File: config.mk
export PLATFORM = sky130hd
export DESIGN_NAME = digit_scan_display
export DESIGN_NICKNAME = d
export VERILOG_FILES = /design/src/rtl/dscan_pkg.sv /design/src/rtl/dscan_seq.sv /design/src/rtl/dscan_latch.sv /design/src/rtl/dscan_blank.sv /design/src/rtl/digit_scan_display.sv
export SDC_FILE = /design/constraint.sdc
export NUM_CORES = 1
export LEC_CHECK = 0
export BUFFER_PORTS_ARGS = -buffer_cell sky130_fd_sc_hd__clkbuf_2
export CAP_MARGIN = 20
export CORE_MARGIN = 2
export CORE_UTILIZATION = 50
export CTS_BUF_LIST = sky130_fd_sc_hd__clkbuf_4 sky130_fd_sc_hd__clkbuf_8 sky130_fd_sc_hd__clkbuf_16
export CTS_CLUSTER_SIZE = 10
export DETAILED_ROUTE_END_ITERATION = 7
export GPL_TIMING_DRIVEN = 0
export PLACE_DENSITY = 0.73
export SLEW_MARGIN = 20
export SYNTH_ARGS = -nofsm -noshare
export SYNTH_HDL_FRONTEND = slang
export SYNTH_SLANG_ARGS = --single-unit
export TNS_END_PERCENT = 1
File: constraint.sdc
create_clock -name clk -period 4.18 [get_ports clk]
set_clock_uncertainty 0.2 [all_clocks]
set_input_delay 0.418 -clock clk [delete_from_list [all_inputs] [get_ports clk]]
set_output_delay 0.418 -clock clk [all_outputs]
set_load 0.02 [all_outputs]
File: src/rtl/dscan_pkg.sv
package dscan_pkg;

    localparam int BCD_W = 4;
    localparam int SEG_W = 7;

    // Active-high segments, bit 0 = a ... bit 6 = g; non-decimal codes dark.
    function automatic logic [SEG_W-1:0] bcd_to_seg(input logic [BCD_W-1:0] v);
        logic [SEG_W-1:0] s;
        case (v)
            4'd0:    s = 7'h3F;
            4'd1:    s = 7'h06;
            4'd2:    s = 7'h5B;
            4'd3:    s = 7'h4F;
            4'd4:    s = 7'h66;
            4'd5:    s = 7'h6D;
            4'd6:    s = 7'h7D;
            4'd7:    s = 7'h07;
            4'd8:    s = 7'h7F;
            4'd9:    s = 7'h6F;
            default: s = 7'h00;
        endcase
        return s;
    endfunction

endpackage

File: src/rtl/dscan_seq.sv
// Scan sequencer: digit position counts down from MSD to LSD, each slot
// split into SLOT_TICKS phases advanced by the scan enable.
module dscan_seq #(
    parameter int NUM_DIGITS = 6,
    parameter int SLOT_TICKS = 4,
    localparam int POS_W = $clog2(NUM_DIGITS),
    localparam int PH_W  = $clog2(SLOT_TICKS)
) (
    input  logic             clk,
    input  logic             rst_n,
    input  logic             tick_i,
    output logic [POS_W-1:0] pos_o,
    output logic [PH_W-1:0]  phase_o,
    output logic             slot_done_o
);

    localparam logic [PH_W-1:0]  PH_LAST = PH_W'(SLOT_TICKS - 1);
    localparam logic [POS_W-1:0] POS_MSD = POS_W'(NUM_DIGITS - 1);

    typedef struct packed {
        logic [POS_W-1:0] pos;
        logic [PH_W-1:0]  phase;
    } seq_t;

    seq_t s_d, s_q;

    always_comb begin
        s_d = s_q;
        if (tick_i) begin
            if (s_q.phase == PH_LAST) begin
                s_d.phase = '0;
                s_d.pos   = (s_q.pos == '0) ? POS_MSD : s_q.pos - 1'b1;
            end else begin
                s_d.phase = s_q.phase + 1'b1;
            end
        end
    end

    always_ff @(posedge clk) begin
        if (!rst_n) begin
            s_q.pos   <= POS_MSD;
            s_q.phase <= '0;
        end else begin
            s_q <= s_d;
        end
    end

    assign pos_o       = s_q.pos;
    assign phase_o     = s_q.phase;
    assign slot_done_o = tick_i && (s_q.phase == PH_LAST);

endmodule

File: src/rtl/dscan_latch.sv
// Transfer latch: follows the count while enabled, holds otherwise.
module dscan_latch #(
    parameter int WIDTH = 24
) (
    input  logic             clk,
    input  logic             rst_n,
    input  logic             xfer_i,
    input  logic [WIDTH-1:0] d_i,
    output logic [WIDTH-1:0] q_o
);

    logic [WIDTH-1:0] hold_d, hold_q;

    always_comb begin
        hold_d = hold_q;
        if (xfer_i) begin
            hold_d = d_i;
        end
    end

    always_ff @(posedge clk) begin
        if (!rst_n) begin
            hold_q <= '0;
        end else begin
            hold_q <= hold_d;
        end
    end

    assign q_o = hold_q;

endmodule

File: src/rtl/dscan_blank.sv
// Blanking control: per-digit override memory captured once per slot, and
// the leading-zero chain evaluated from MSD downward.
module dscan_blank #(
    parameter int NUM_DIGITS = 6,
    localparam int POS_W = $clog2(NUM_DIGITS),
    localparam int CNT_W = NUM_DIGITS * 4
) (
    input  logic                  clk,
    input  logic                  rst_n,
    input  logic [CNT_W-1:0]      digits_i,
    input  logic [POS_W-1:0]      pos_i,
    input  logic                  ovr_i,
    input  logic                  slot_done_i,
    output logic [NUM_DIGITS-1:0] blank_o
);

    typedef struct packed {
        logic [NUM_DIGITS-1:0] mask;
        logic                  seen;
    } blk_t;

    blk_t b_d, b_q;
    logic [NUM_DIGITS-1:0] zero_w;

    genvar g;
    generate
        for (g = 0; g < NUM_DIGITS; g++) begin : g_zero
            assign zero_w[g] = (digits_i[g*4 +: 4] == 4'd0);
        end
    endgenerate

    always_comb begin
        b_d      = b_q;
        b_d.seen = b_q.seen | ovr_i;
        if (slot_done_i) begin
            b_d.mask[pos_i] = b_q.seen | ovr_i;
            b_d.seen        = 1'b0;
        end
    end

    always_ff @(posedge clk) begin
        if (!rst_n) begin
            b_q <= '0;
        end else begin
            b_q <= b_d;
        end
    end

    always_comb begin
        logic lead;
        lead    = 1'b1;
        blank_o = '0;
        for (int p = NUM_DIGITS - 1; p >= 0; p--) begin
            lead       = lead && zero_w[p] && !b_q.mask[p];
            blank_o[p] = lead && (p != 0);
        end
    end

endmodule

File: src/rtl/digit_scan_display.sv
// Top: latches, sequencer, blanking and the registered output stage.
module digit_scan_display #(
    parameter int NUM_DIGITS  = 6,
    parameter int SLOT_TICKS  = 4,
    parameter int GUARD_TICKS = 1,
    localparam int CNT_W = NUM_DIGITS * 4,
    localparam int SEG_W = dscan_pkg::SEG_W
) (
    input  logic                  clk,
    input  logic                  rst_n,
    input  logic [CNT_W-1:0]      count_in,
    input  logic                  xfer_en,
    input  logic                  scan_tick,
    input  logic                  blank_override,
    input  logic                  lamp_test,
    output logic [NUM_DIGITS-1:0] dig_sel,
    output logic [3:0]            bcd_out,
    output logic [SEG_W-1:0]      seg_out
);

    localparam int POS_W = $clog2(NUM_DIGITS);
    localparam int PH_W  = $clog2(SLOT_TICKS);
    localparam logic [PH_W-1:0] SEL_FIRST = PH_W'(GUARD_TICKS);
    localparam logic [PH_W-1:0] SEL_LAST  = PH_W'(SLOT_TICKS - 1 - GUARD_TICKS);

    typedef struct packed {
        logic [NUM_DIGITS-1:0] sel;
        logic [3:0]            bcd;
        logic [SEG_W-1:0]      seg;
    } out_t;

    logic [CNT_W-1:0]      latched_w;
    logic [POS_W-1:0]      pos_w;
    logic [PH_W-1:0]       phase_w;
    logic                  slot_done_w;
    logic [NUM_DIGITS-1:0] blank_w;
    logic [3:0]            digit_w [NUM_DIGITS];
    out_t                  o_d, o_q;

    dscan_latch #(.WIDTH(CNT_W)) u_latch (
        .clk    (clk),
        .rst_n  (rst_n),
        .xfer_i (xfer_en),
        .d_i    (count_in),
        .q_o    (latched_w)
    );

    dscan_seq #(.NUM_DIGITS(NUM_DIGITS), .SLOT_TICKS(SLOT_TICKS)) u_seq (
        .clk         (clk),
        .rst_n       (rst_n),
        .tick_i      (scan_tick),
        .pos_o       (pos_w),
        .phase_o     (phase_w),
        .slot_done_o (slot_done_w)
    );

    dscan_blank #(.NUM_DIGITS(NUM_DIGITS)) u_blank (
        .clk         (clk),
        .rst_n       (rst_n),
        .digits_i    (latched_w),
        .pos_i       (pos_w),
        .ovr_i       (blank_override),
        .slot_done_i (slot_done_w),
        .blank_o     (blank_w)
    );

    genvar g;
    generate
        for (g = 0; g < NUM_DIGITS; g++) begin : g_digit
            assign digit_w[g] = latched_w[g*4 +: 4];
        end
    endgenerate

    // Data reload only in the first phase of a slot; the select window sits
    // strictly inside the remaining phases, giving the guard band.
    always_comb begin
        o_d = o_q;
        if (phase_w == '0) begin
            o_d.bcd = digit_w[pos_w];
            if (lamp_test) begin
                o_d.seg = '1;
            end else if (blank_w[pos_w]) begin
                o_d.seg = '0;
            end else begin
                o_d.seg = dscan_pkg::bcd_to_seg(digit_w[pos_w]);
            end
        end
        if (phase_w >= SEL_FIRST && phase_w <= SEL_LAST) begin
            o_d.sel = NUM_DIGITS'(1) << pos_w;
        end else begin
            o_d.sel = '0;
        end
    end

    always_ff @(posedge clk) begin
        if (!rst_n) begin
            o_q <= '0;
        end else begin
            o_q <= o_d;
        end
    end

    assign dig_sel = o_q.sel;
    assign bcd_out = o_q.bcd;
    assign seg_out = o_q.seg;

endmodule

==> impl_metrics.env, run 1 <==
export IMPL_clock_fmax_mhz=342
export IMPL_synth_compound_area_share_pct=10.1
export IMPL_place_inst=358
export IMPL_clkSinkCount=52
export IMPL_synth_fp_nets=296
export IMPL_critPathArrivalTime_ns=2.99
export IMPL_synth_area_top_cells="dfxtp_1 (44%), mux2i_1 (14%), nor2_1 (7.9%), mux2_2 (4.7%), ha_1 (3.7%)"
export IMPL_avgSynthCellArea_um2=9.19
export IMPL_cts_root_buffer="clkbuf_8"
export IMPL_dr_total_vias=1958
export IMPL_placedInstanceArea_um2=2670
export IMPL_die_y_um=73.0
export IMPL_cp_num_buf_inv=1
export IMPL_criticalPathCategory="flip-flop to flip-flop"
export IMPL_diodes=0
export IMPL_wirelength_um=4860
export IMPL_cp_end_kind="flip-flop"
export IMPL_cts_buffers=5
export IMPL_postCtsSetupRepairBufs=0
export IMPL_synth_cell_types=43
export IMPL_synth_top_cell_by_area="dfxtp_1"
export IMPL_synth_xor_area_share_pct=0
export IMPL_synth_ff_type="dfxtp_1"
export IMPL_hold_viol=0
export IMPL_crit_family="compound AO/OA/AOI/OAI gates"
export IMPL_seq_power_share_pct=54.9
export IMPL_muxShareOfSynthArea_pct=19.2
export IMPL_utilization_pct=59.1
export IMPL_power_share_clock_pct=28.2
export IMPL_rsz0062_at_grt="false"
export IMPL_synth_edf_count=0
export IMPL_worst_skew_pair_late_latency_ns=0.31
export IMPL_synth_ff_latch_count=52
export IMPL_netlist_area_leader_share_pct=43.7
export IMPL_min_path_type="input port to flip-flop"
export IMPL_synthSimpleGateAreaFrac_pct=18.6
export IMPL_pre_cts_ws_ns=1.28
export IMPL_power_density_nw_per_um2=360
export IMPL_cp_slowest_cell="a222oi_1"
export IMPL_power_total_mw=0.992
export IMPL_area_growth_syn_to_layout_pct=15.7
export IMPL_status="complete, no violations"
export IMPL_finalInstanceArea_um2=2750
export IMPL_drtAntennaViolNets=0
export IMPL_htree_levels=2
export IMPL_finalNonFillerCells=365
export IMPL_avgViaCountPerCell=5.36
export IMPL_place_congestion=0.903
export IMPL_max_cap_violations=0
export IMPL_yosys_area_share_adder_pct=3.68
export IMPL_cts_hold_buf=0
export IMPL_slowest_delay_ns=0.79
export IMPL_internal_power_mw=0.714
export IMPL_final_setup_tns_ns=0
export IMPL_core_area_um2=4660
export IMPL_die_area_um2=5330
export IMPL_path_clk_slew_ns=0.09
export IMPL_fin_ws_ns=1.26
export IMPL_gr_total_overflow=0
export IMPL_track_usage_pct=20.2
export IMPL_cts_tree="done"
export IMPL_power_frac_comb_pct=16.9
export IMPL_grt_max_degree=16
export IMPL_drive_gt1_share_pct=22.2
export IMPL_switchingPower_mw=0.279
export IMPL_power_static_leakage_nw=1.28
export IMPL_synthArstFlopShare_pct=0
export IMPL_port_buffers=45
export IMPL_min_period_ns=2.92
export IMPL_syn_area_um2=2380
export IMPL_setup_violations=0
export IMPL_antenna_found_initial=0
export IMPL_yosysSeqAreaShare_pct=43.7
export IMPL_ioPinCount=47
export IMPL_nNetsFinal=348
export IMPL_slew_violations=0
export IMPL_grt_pass1_wl_um=8330
export IMPL_cp_start_kind="flip-flop"
export IMPL_std_cell_rows=25
export IMPL_post_cts_resized=0
export IMPL_post_dp_hpwl_um=3740
export IMPL_drc_errors=0
export IMPL_crit_required_ns=4.25
export IMPL_path_cells="mux2_2 > a222oi_1 > inv_1 > ha_1 > or2_2 > a31oi_1 > o221a_1"
export IMPL_p_sw_share_pct=28.1
export IMPL_clock_path_buffers=2
export IMPL_drtIter0Drc=102
export IMPL_fin_crit_sh_pct=70.0
export IMPL_path_max_fanout=6
export IMPL_max_vdd_ir_drop_v=0.000180
export IMPL_first_pass_iters=4
export IMPL_syn_inst=259
export IMPL_start_util_pct=51.1
export IMPL_avgRoutedWirePerCell_um=13.3
export IMPL_slew_headroom_pct=39.4
export IMPL_worst_pin_slew_ns=0.908
export IMPL_die_w_um=73.0
export IMPL_holdWs_ns=0.138
export IMPL_synth_top_family_by_area="multiplexers"
export IMPL_grt_pass1_vias=1824
export IMPL_ys_warn_count=0
-- path summary, 6_finish.rpt --
path / slack [ns] / endpoint / depth (start not counted) / startpoint
setup / recovery: 1.26 / seg_out[5] / 7 / u_seq.pos_o[0]
hold / removal: 0.14 / u_latch.q_o[23] / 3 / count_in[23]
setup reg to reg: 1.26 / seg_out[5] / 7 / u_seq.pos_o[0]
hold reg to reg: 0.28 / u_blank.b_q[5] / 2 / u_blank.b_q[5]
-- worst register-to-register path, delay by kind of cell, from the launching register on --
| family | cells | cell delay (ns) |
|---|---|---|
| mux | 1 | 0.38 |
| flops | 1 | 0.45 |
| fa+ha+maj | 1 | 0.24 |
| buf+inv | 1 | 0.16 |
| simple gates | 1 | 0.29 |
| compound gates | 3 | 1.15 |
-- kinds of logic after synthesis --
group	Yosys count
fa+ha+maj	7
mux	44
compound gates	34
simple gates	96
flops	52
buf+inv	26
-- registers in the layout (all words and copies together), names as in the netlist --
register       cells
bcd_out            4
dig_sel            6
seg_out            7
u_blank.b_q        6
u_latch.q_o       24
u_seq.phase_o      2
u_seq.pos_o        3
-- Yosys cell counts, types with 3 or more instances --
library cell   n
ha_1           7
inv_1          9
mux2i_1       33
mux2_2        10
nor2b_1        3
a211oi_1       5
nor2_1        50
nand2_1       12
dfxtp_1       52
a21oi_1       10
o21ai_0        3
nor4_1         3
and3_1         6
clkbuf_1      11
buf_2          3
o211ai_1       3
nor3_1         6
-- power by group through the flow --
stage | Clock (mW) | Combinational (mW) | Sequential [mW]
global placement | 0 | 0.165 | 0.556
floorplan | 0 | 0.101 | 0.569
detailed placement | 0 | 0.168 | 0.557
finish | 0.280 | 0.168 | 0.545
global route | 0.296 | 0.189 | 0.549
CTS | 0.282 | 0.169 | 0.545
-- layer usage --
metal,vias up,share of wire (%),GRT usage (%)
met4,0,1.3,8.85
met1,894,48,27.2
met3,5,4.9,4.01
met2,49,46,31.2
li1,1010,-,-
met5,-,0,0
-- cell type report --
cell class	count	area [um^2]
Multi-Input combinational cell	181	1230
Clock buffer	5	68.8
Tap cell	54	67.6
Clock inverter	2	12.5
Buffer	16	71.3
Inverter	10	37.5
Fill cell	442	1910
Timing Repair Buffer	45	225
Sequential cell	52	1040
-- cell usage in the layout (no fill, tap or decap), types with 2 or more instances in the layout --
master	synthesis	routed
a211oi_1	5	5
a21oi_1	10	10
and2_1	2	2
and3_1	6	6
buf_2	3	3
clkbuf_1	11	11
clkbuf_2	0	45
clkbuf_8	0	5
dfxtp_1	52	52
ha_1	7	7
inv_1	9	9
mux2_2	10	10
mux2i_1	33	33
nand2_1	12	12
nand2b_1	2	2
nand3_1	2	2
nand4_1	2	2
nor2_1	50	50
nor2b_1	3	3
nor3_1	6	6
nor3b_1	2	2
nor4_1	3	3
o211ai_1	3	3
o21ai_0	3	3
or2_2	2	2
or4_1	2	2
Power figures use the tool's default switching activity.
==> inputs of run 2 (changes only) <==
--- a/config.mk
+++ b/config.mk
@@ -8,12 +8,12 @@
 export BUFFER_PORTS_ARGS = -buffer_cell sky130_fd_sc_hd__clkbuf_2
 export CAP_MARGIN = 20
 export CORE_MARGIN = 2
-export CORE_UTILIZATION = 50
+export CORE_UTILIZATION = 49
 export CTS_BUF_LIST = sky130_fd_sc_hd__clkbuf_4 sky130_fd_sc_hd__clkbuf_8 sky130_fd_sc_hd__clkbuf_16
 export CTS_CLUSTER_SIZE = 10
 export DETAILED_ROUTE_END_ITERATION = 7
 export GPL_TIMING_DRIVEN = 0
-export PLACE_DENSITY = 0.73
+export PLACE_DENSITY = 0.75
 export SLEW_MARGIN = 20
 export SYNTH_ARGS = -nofsm -noshare
 export SYNTH_HDL_FRONTEND = slang
==> constraint.sdc (replaced) <==
create_clock -name clk -period 2.5 [get_ports clk]
set_clock_uncertainty 0.2 [all_clocks]
set_input_delay 0.25 -clock clk [delete_from_list [all_inputs] [get_ports clk]]
set_output_delay 0.25 -clock clk [all_outputs]
set_load 0.02 [all_outputs]
==> run 2 against run 1 <==
Compared with the run above:
- combinational power up 92%
- global-route usage is 0.30 points higher
- die area increased by 1.9%
- final cell count up 7.4%
- highest routed layer unchanged
==> impl_metrics.env, run 2 (same netlist as run 1, synthesis figures left out) <==
export IMPL_status="complete, no violations"
export IMPL_antenna_found_initial=0
export IMPL_cp_slowest_cell="dfxtp_4"
export IMPL_nNetsFinal=375
export IMPL_post_dp_hpwl_um=3720
export IMPL_drc_errors=0
export IMPL_power_density_nw_per_um2=556
export IMPL_final_setup_tns_ns=0
export IMPL_die_y_um=73.7
export IMPL_cts_root_buffer="clkbuf_8"
export IMPL_path_clk_slew_ns=0.09
export IMPL_ioPinCount=47
export IMPL_min_path_type="input port to flip-flop"
export IMPL_largest_register_ffs=24
export IMPL_num_fill_cells=403
export IMPL_std_cell_rows=25
export IMPL_crit_required_ns=2.56
export IMPL_die_area_um2=5430
export IMPL_criticalPathCategory="flip-flop to flip-flop"
export IMPL_port_buffers=45
export IMPL_grt_max_degree=16
export IMPL_cts_buffers=5
export IMPL_finalInstanceArea_um2=3040
export IMPL_clock_fmax_mhz=434
export IMPL_worst_pin_slew_ns=0.765
export IMPL_placedInstanceArea_um2=2670
export IMPL_hold_viol=0
export IMPL_slew_headroom_pct=49.0
export IMPL_clkSinkCount=52
export IMPL_drive_gt1_share_pct=23.7
export IMPL_dr_total_vias=2097
export IMPL_avgRoutedWirePerCell_um=13.5
export IMPL_cts_tree="done"
export IMPL_track_usage_pct=20.5
export IMPL_final_cell_mix="nor2_1 (50), dfxtp_1 (50), clkbuf_2 (45)"
export IMPL_die_w_um=73.7
export IMPL_drtAntennaViolNets=0
export IMPL_cp_start_kind="flip-flop"
export IMPL_area_growth_syn_to_layout_pct=27.7
export IMPL_place_congestion=0.907
export IMPL_core_area_um2=4690
export IMPL_path_cells="buf_4 > mux2i_1 > o22ai_1 > a21oi_2 > inv_1 > ha_1 > or2_2 > a31oi_2 > o221a_1"
export IMPL_worst_skew_pair_late_latency_ns=0.30
export IMPL_htree_levels=2
export IMPL_path_max_fanout=10
export IMPL_slew_violations=0
export IMPL_multi_input_area_um2=1250
export IMPL_start_util_pct=50.7
export IMPL_fin_crit_sh_pct=92.2
export IMPL_grt_pass1_vias=1890
export IMPL_gr_total_overflow=0
export IMPL_wirelength_um=5290
export IMPL_rsz0062_at_grt="false"
export IMPL_regArea_um2=1050
export IMPL_max_vdd_ir_drop_v=0.000329
export IMPL_max_cap_violations=0
export IMPL_power_static_leakage_nw=1.40
export IMPL_critPathArrivalTime_ns=2.36
export IMPL_avgViaCountPerCell=5.35
export IMPL_slowest_delay_ns=0.39
export IMPL_min_period_ns=2.31
export IMPL_cp_end_kind="flip-flop"
export IMPL_drtIter0Drc=97
export IMPL_grt_pass1_wl_um=8700
export IMPL_power_total_mw=1.69
export IMPL_clock_path_buffers=2
export IMPL_setup_violations=0
export IMPL_diodes=0
export IMPL_first_pass_iters=4
run 2: cell count changes in the layout (fill, tap and decap cells not counted):
cell           delta
dlygate4sd3_1    +22
buf_4             +6
dfxtp_1           -2
a21oi_1           -1
a21oi_2           +1
a31oi_1           -1
a31oi_2           +1
buf_2             -1
dfxtp_2           +1
dfxtp_4           +1
nand2b_1          -1
nand2b_2          +1
o311ai_1          -1
o311ai_2          +1
run 2: final timing paths:
check            startpoint             end  slack, ns  cells past startpoint
max          u_seq.pos_o[0]      seg_out[5]       0.19                      9
max reg2reg  u_seq.pos_o[0]      seg_out[5]       0.19                      9
min reg2reg  u_blank.b_q[5]  u_blank.b_q[5]       0.27                      2
min             count_in[3]  u_latch.q_o[3]      0.009                      3
run 2: layer usage:
metal	up-vias	track usage [%]	routed length [um]
met3	13	3.57	232
met1	959	27.2	2470
met2	61	32.3	2450
met4	0	9.29	132
met5	-	0	0
li1	1064	-	-
run 2: per-stage QoR:
step,std cells,setup WS (ns),utilization (%),hold slack (ns)
3_3_place_gp,358,-0.365,57.0,0.251
3_5_place_dp,358,-0.366,57.0,0.251
5_1_grt,392,0.0152,64.8,0.0333
4_1_cts,389,0.0459,63.8,0.00550
2_1_floorplan,259,0.0397,-,0.188
6_report,392,0.195,64.8,0.00904
run 2: critical path: cells and delay by family (launching register included):
family | cells | cell delay [ns]
AOI/OAI and AO/OA | 4 | 0.70
adders and majority gates | 1 | 0.21
buffers and inverters | 2 | 0.27
DFF | 1 | 0.39
muxes | 1 | 0.19
and+or+nand+nor | 1 | 0.30
run 2: final cells by class:
class                      instances  share of cell area [%]
clock inverter                     2                   0.412
tap                               54                    2.22
buffer                            16                    2.43
sequential                        52                    34.4
multi-input combinational        181                    41.1
inverter                          10                    1.24
clock buffer                       5                    2.26
timing repair buffer              72                    15.9
run 2: repair_timing:
action                                  CTS  global route
endpoints found under the setup margin    7             6
gates resized for setup                   2             6
hold buffers                             22             0
endpoints found under the hold margin    22             0
pin swaps                                 1             1
setup buffers                             2             3
run 2: power breakdown:
part           switching (mW)  internal [mW]
Clock                   0.267          0.190
Combinational           0.168          0.155
Sequential             0.0326          0.878
Total                   0.468           1.22
==> inputs of run 3 (changes only) <==
--- a/config.mk
+++ b/config.mk
@@ -13,7 +13,7 @@
 export CTS_CLUSTER_SIZE = 10
 export DETAILED_ROUTE_END_ITERATION = 7
 export GPL_TIMING_DRIVEN = 0
-export PLACE_DENSITY = 0.75
+export PLACE_DENSITY = 0.85
 export SLEW_MARGIN = 20
 export SYNTH_ARGS = -nofsm -noshare
 export SYNTH_HDL_FRONTEND = slang
==> run 3 against run 2 <==
Compared with the run above:
- the run now ends with hold timing left
- total power grew 6.6%
- non-clock buffer count fell by 4
- largest power group unchanged
- setup slack worse by 0.061 ns
- critical endpoint unchanged
- final cell count is 0.77% lower
- critical path type unchanged
- largest cell class unchanged
- flip-flop and latch count stayed put
- first-iteration DRC count is 34% lower
==> impl_metrics.env, run 3 (same netlist as run 1, synthesis figures left out) <==
export IMPL_cts_root_buffer="clkbuf_8"
export IMPL_cts_buffers=5
export IMPL_finalNonFillerCells=389
export IMPL_port_buffers=45
export IMPL_gr_total_overflow=0
export IMPL_cp_slowest_cell="dfxtp_2"
export IMPL_final_cell_mix="nor2_1 (50), dfxtp_1 (50), clkbuf_2 (45)"
export IMPL_r2r_start="u_seq.pos_o[1]"
export IMPL_core_area_um2=4690
export IMPL_hold_end="u_latch.q_o[7]"
export IMPL_track_usage_pct=20.8
export IMPL_clock_fmax_mhz=423
export IMPL_critPathArrivalTime_ns=2.42
export IMPL_final_setup_tns_ns=0
export IMPL_pre_cts_ws_ns=-0.416
export IMPL_min_delay_path_depth=3
export IMPL_std_cell_rows=25
export IMPL_path_clk_slew_ns=0.09
export IMPL_cp_end_kind="flip-flop"
export IMPL_max_vdd_ir_drop_v=0.000328
export IMPL_setup_violations=0
export IMPL_max_cap_violations=0
export IMPL_min_path_type="input port to flip-flop"
export IMPL_grt_pass1_wl_um=8780
export IMPL_min_period_ns=2.37
export IMPL_failed_checks="hold timing"
export IMPL_finalInstanceArea_um2=3030
export IMPL_worst_pin_slew_ns=0.744
export IMPL_area_growth_syn_to_layout_pct=27.2
export IMPL_grt_max_degree=16
export IMPL_dr_total_vias=2068
export IMPL_crit_required_ns=2.55
export IMPL_ioPinCount=47
export IMPL_status="complete, but fails checks"
export IMPL_drive_gt1_share_pct=23.6
export IMPL_power_density_nw_per_um2=596
export IMPL_avgViaCountPerCell=5.32
export IMPL_largest_register_ffs=24
export IMPL_hp_start="count_in[7]"
export IMPL_die_y_um=73.7
export IMPL_hold_viol=1
export IMPL_drtIter0Drc=64
export IMPL_nNetsFinal=371
export IMPL_slowest_delay_ns=0.35
export IMPL_post_dp_hpwl_um=3840
export IMPL_place_congestion=0.939
export IMPL_cp_start_kind="flip-flop"
export IMPL_placedInstanceArea_um2=2670
export IMPL_fin_crit_sh_pct=94.6
export IMPL_path_cells="buf_6 > mux2_4 > a222oi_1 > buf_4 > inv_1 > ha_1 > or2_2 > a31oi_2 > o221a_1"
export IMPL_drtAntennaViolNets=0
export IMPL_fin_ws_ns=0.134
export IMPL_antenna_found_initial=0
export IMPL_diodes=0
export IMPL_drc_errors=0
export IMPL_criticalPathCategory="flip-flop to flip-flop"
export IMPL_worst_skew_pair_late_latency_ns=0.30
export IMPL_power_static_leakage_nw=1.40
export IMPL_wirelength_um=5340
export IMPL_die_area_um2=5430
export IMPL_r2r_end="seg_out[5]"
export IMPL_first_pass_iters=4
export IMPL_cts_tree="done"
export IMPL_ff2ff_path_depth=9
export IMPL_path_max_fanout=10
export IMPL_htree_levels=2
export IMPL_start_util_pct=50.7
export IMPL_rsz0062_at_grt="false"
export IMPL_clock_path_buffers=2
export IMPL_place_inst=358
export IMPL_die_w_um=73.7
export IMPL_grt_pass1_vias=1955
export IMPL_utilization_pct=64.5
export IMPL_slew_headroom_pct=50.4
export IMPL_clkSinkCount=52
export IMPL_avgRoutedWirePerCell_um=13.7
export IMPL_slew_violations=0
export IMPL_holdWs_ns=-0.00263
export IMPL_ff2ff_setup_slack_ns=0.13
## run 3: changes by cell type in the layout (fill, tap and decap cells not counted), sizes merged
cell         before  now
buf              10    9
bufinv            0    1
clkbuf           61   62
clkinvlp          1    0
dlygate4sd3      22   19
## run 3: final cells by class
| cell class | count | area (um^2) |
|---|---|---|
| plain buffers | 16 | 73.8 |
| well taps | 54 | 67.6 |
| clock buffers | 6 | 76.3 |
| clock inverters | 2 | 35.0 |
| inverters | 10 | 37.5 |
| repair buffers | 68 | 445 |
| flip-flops and latches | 52 | 1040 |
| fillers | 398 | 1670 |
| multi-input cells | 181 | 1250 |
## run 3: critical path: cells and delay by family (launching register included)
kind	cells	cell delay, ns
AOI/OAI and AO/OA	3	0.59
adders and majority gates	1	0.18
buffers and inverters	3	0.37
DFF	1	0.35
muxes	1	0.30
and+or+nand+nor	1	0.30
## run 3: per-stage QoR
step | power, mW | hold WS (ns)
after floorplan | 1.12 | 0.188
after CTS | 1.81 | 0.0000989
final | 1.80 | -0.00263
after global routing | 1.88 | 0.0102
after detailed placement | 1.21 | 0.246
after global placement | 1.20 | 0.243
## run 3: power by group
part / leakage (nW) / internal [mW] / switching (mW) / total, mW
Combinational: 0.912 / 0.151 / 0.167 / 0.318
Sequential: 0.428 / 0.879 / 0.0325 / 0.912
Clock: 0.0586 / 0.308 / 0.265 / 0.573
Total: 1.40 / 1.34 / 0.464 / 1.80
## run 3: worst max path at each step
stage | startpoint | endpoint | slack [ns] | depth (start not counted)
floorplan | u_seq.pos_o[0] | seg_out[5] | 0.04 | 7
global placement | u_seq.pos_o[1] | seg_out[5] | -0.36 | 8
detailed placement | u_seq.pos_o[0] | seg_out[5] | -0.42 | 7
CTS | u_seq.pos_o[0] | seg_out[5] | 0.05 | 9
finish | u_seq.pos_o[1] | seg_out[5] | 0.13 | 9
global route | u_seq.pos_o[1] | seg_out[5] | 0.04 | 9
## run 3: per-layer routing
layer	wire, um	global-route usage [%]	up-vias
met5	0	0	-
met4	72	6.46	0
met3	283	3.98	8
met2	2560	35.3	62
met1	2420	26.6	941
li1	-	-	1057
## run 3: what timing repair did
action                                 in CTS  in global routing
endpoints found under the hold margin      19                  0
buffers inserted                            2                  2
pin swaps                                   1                  0
setup endpoints to repair                   7                  6
hold buffers                               19                  0
resized for setup                           2                  4
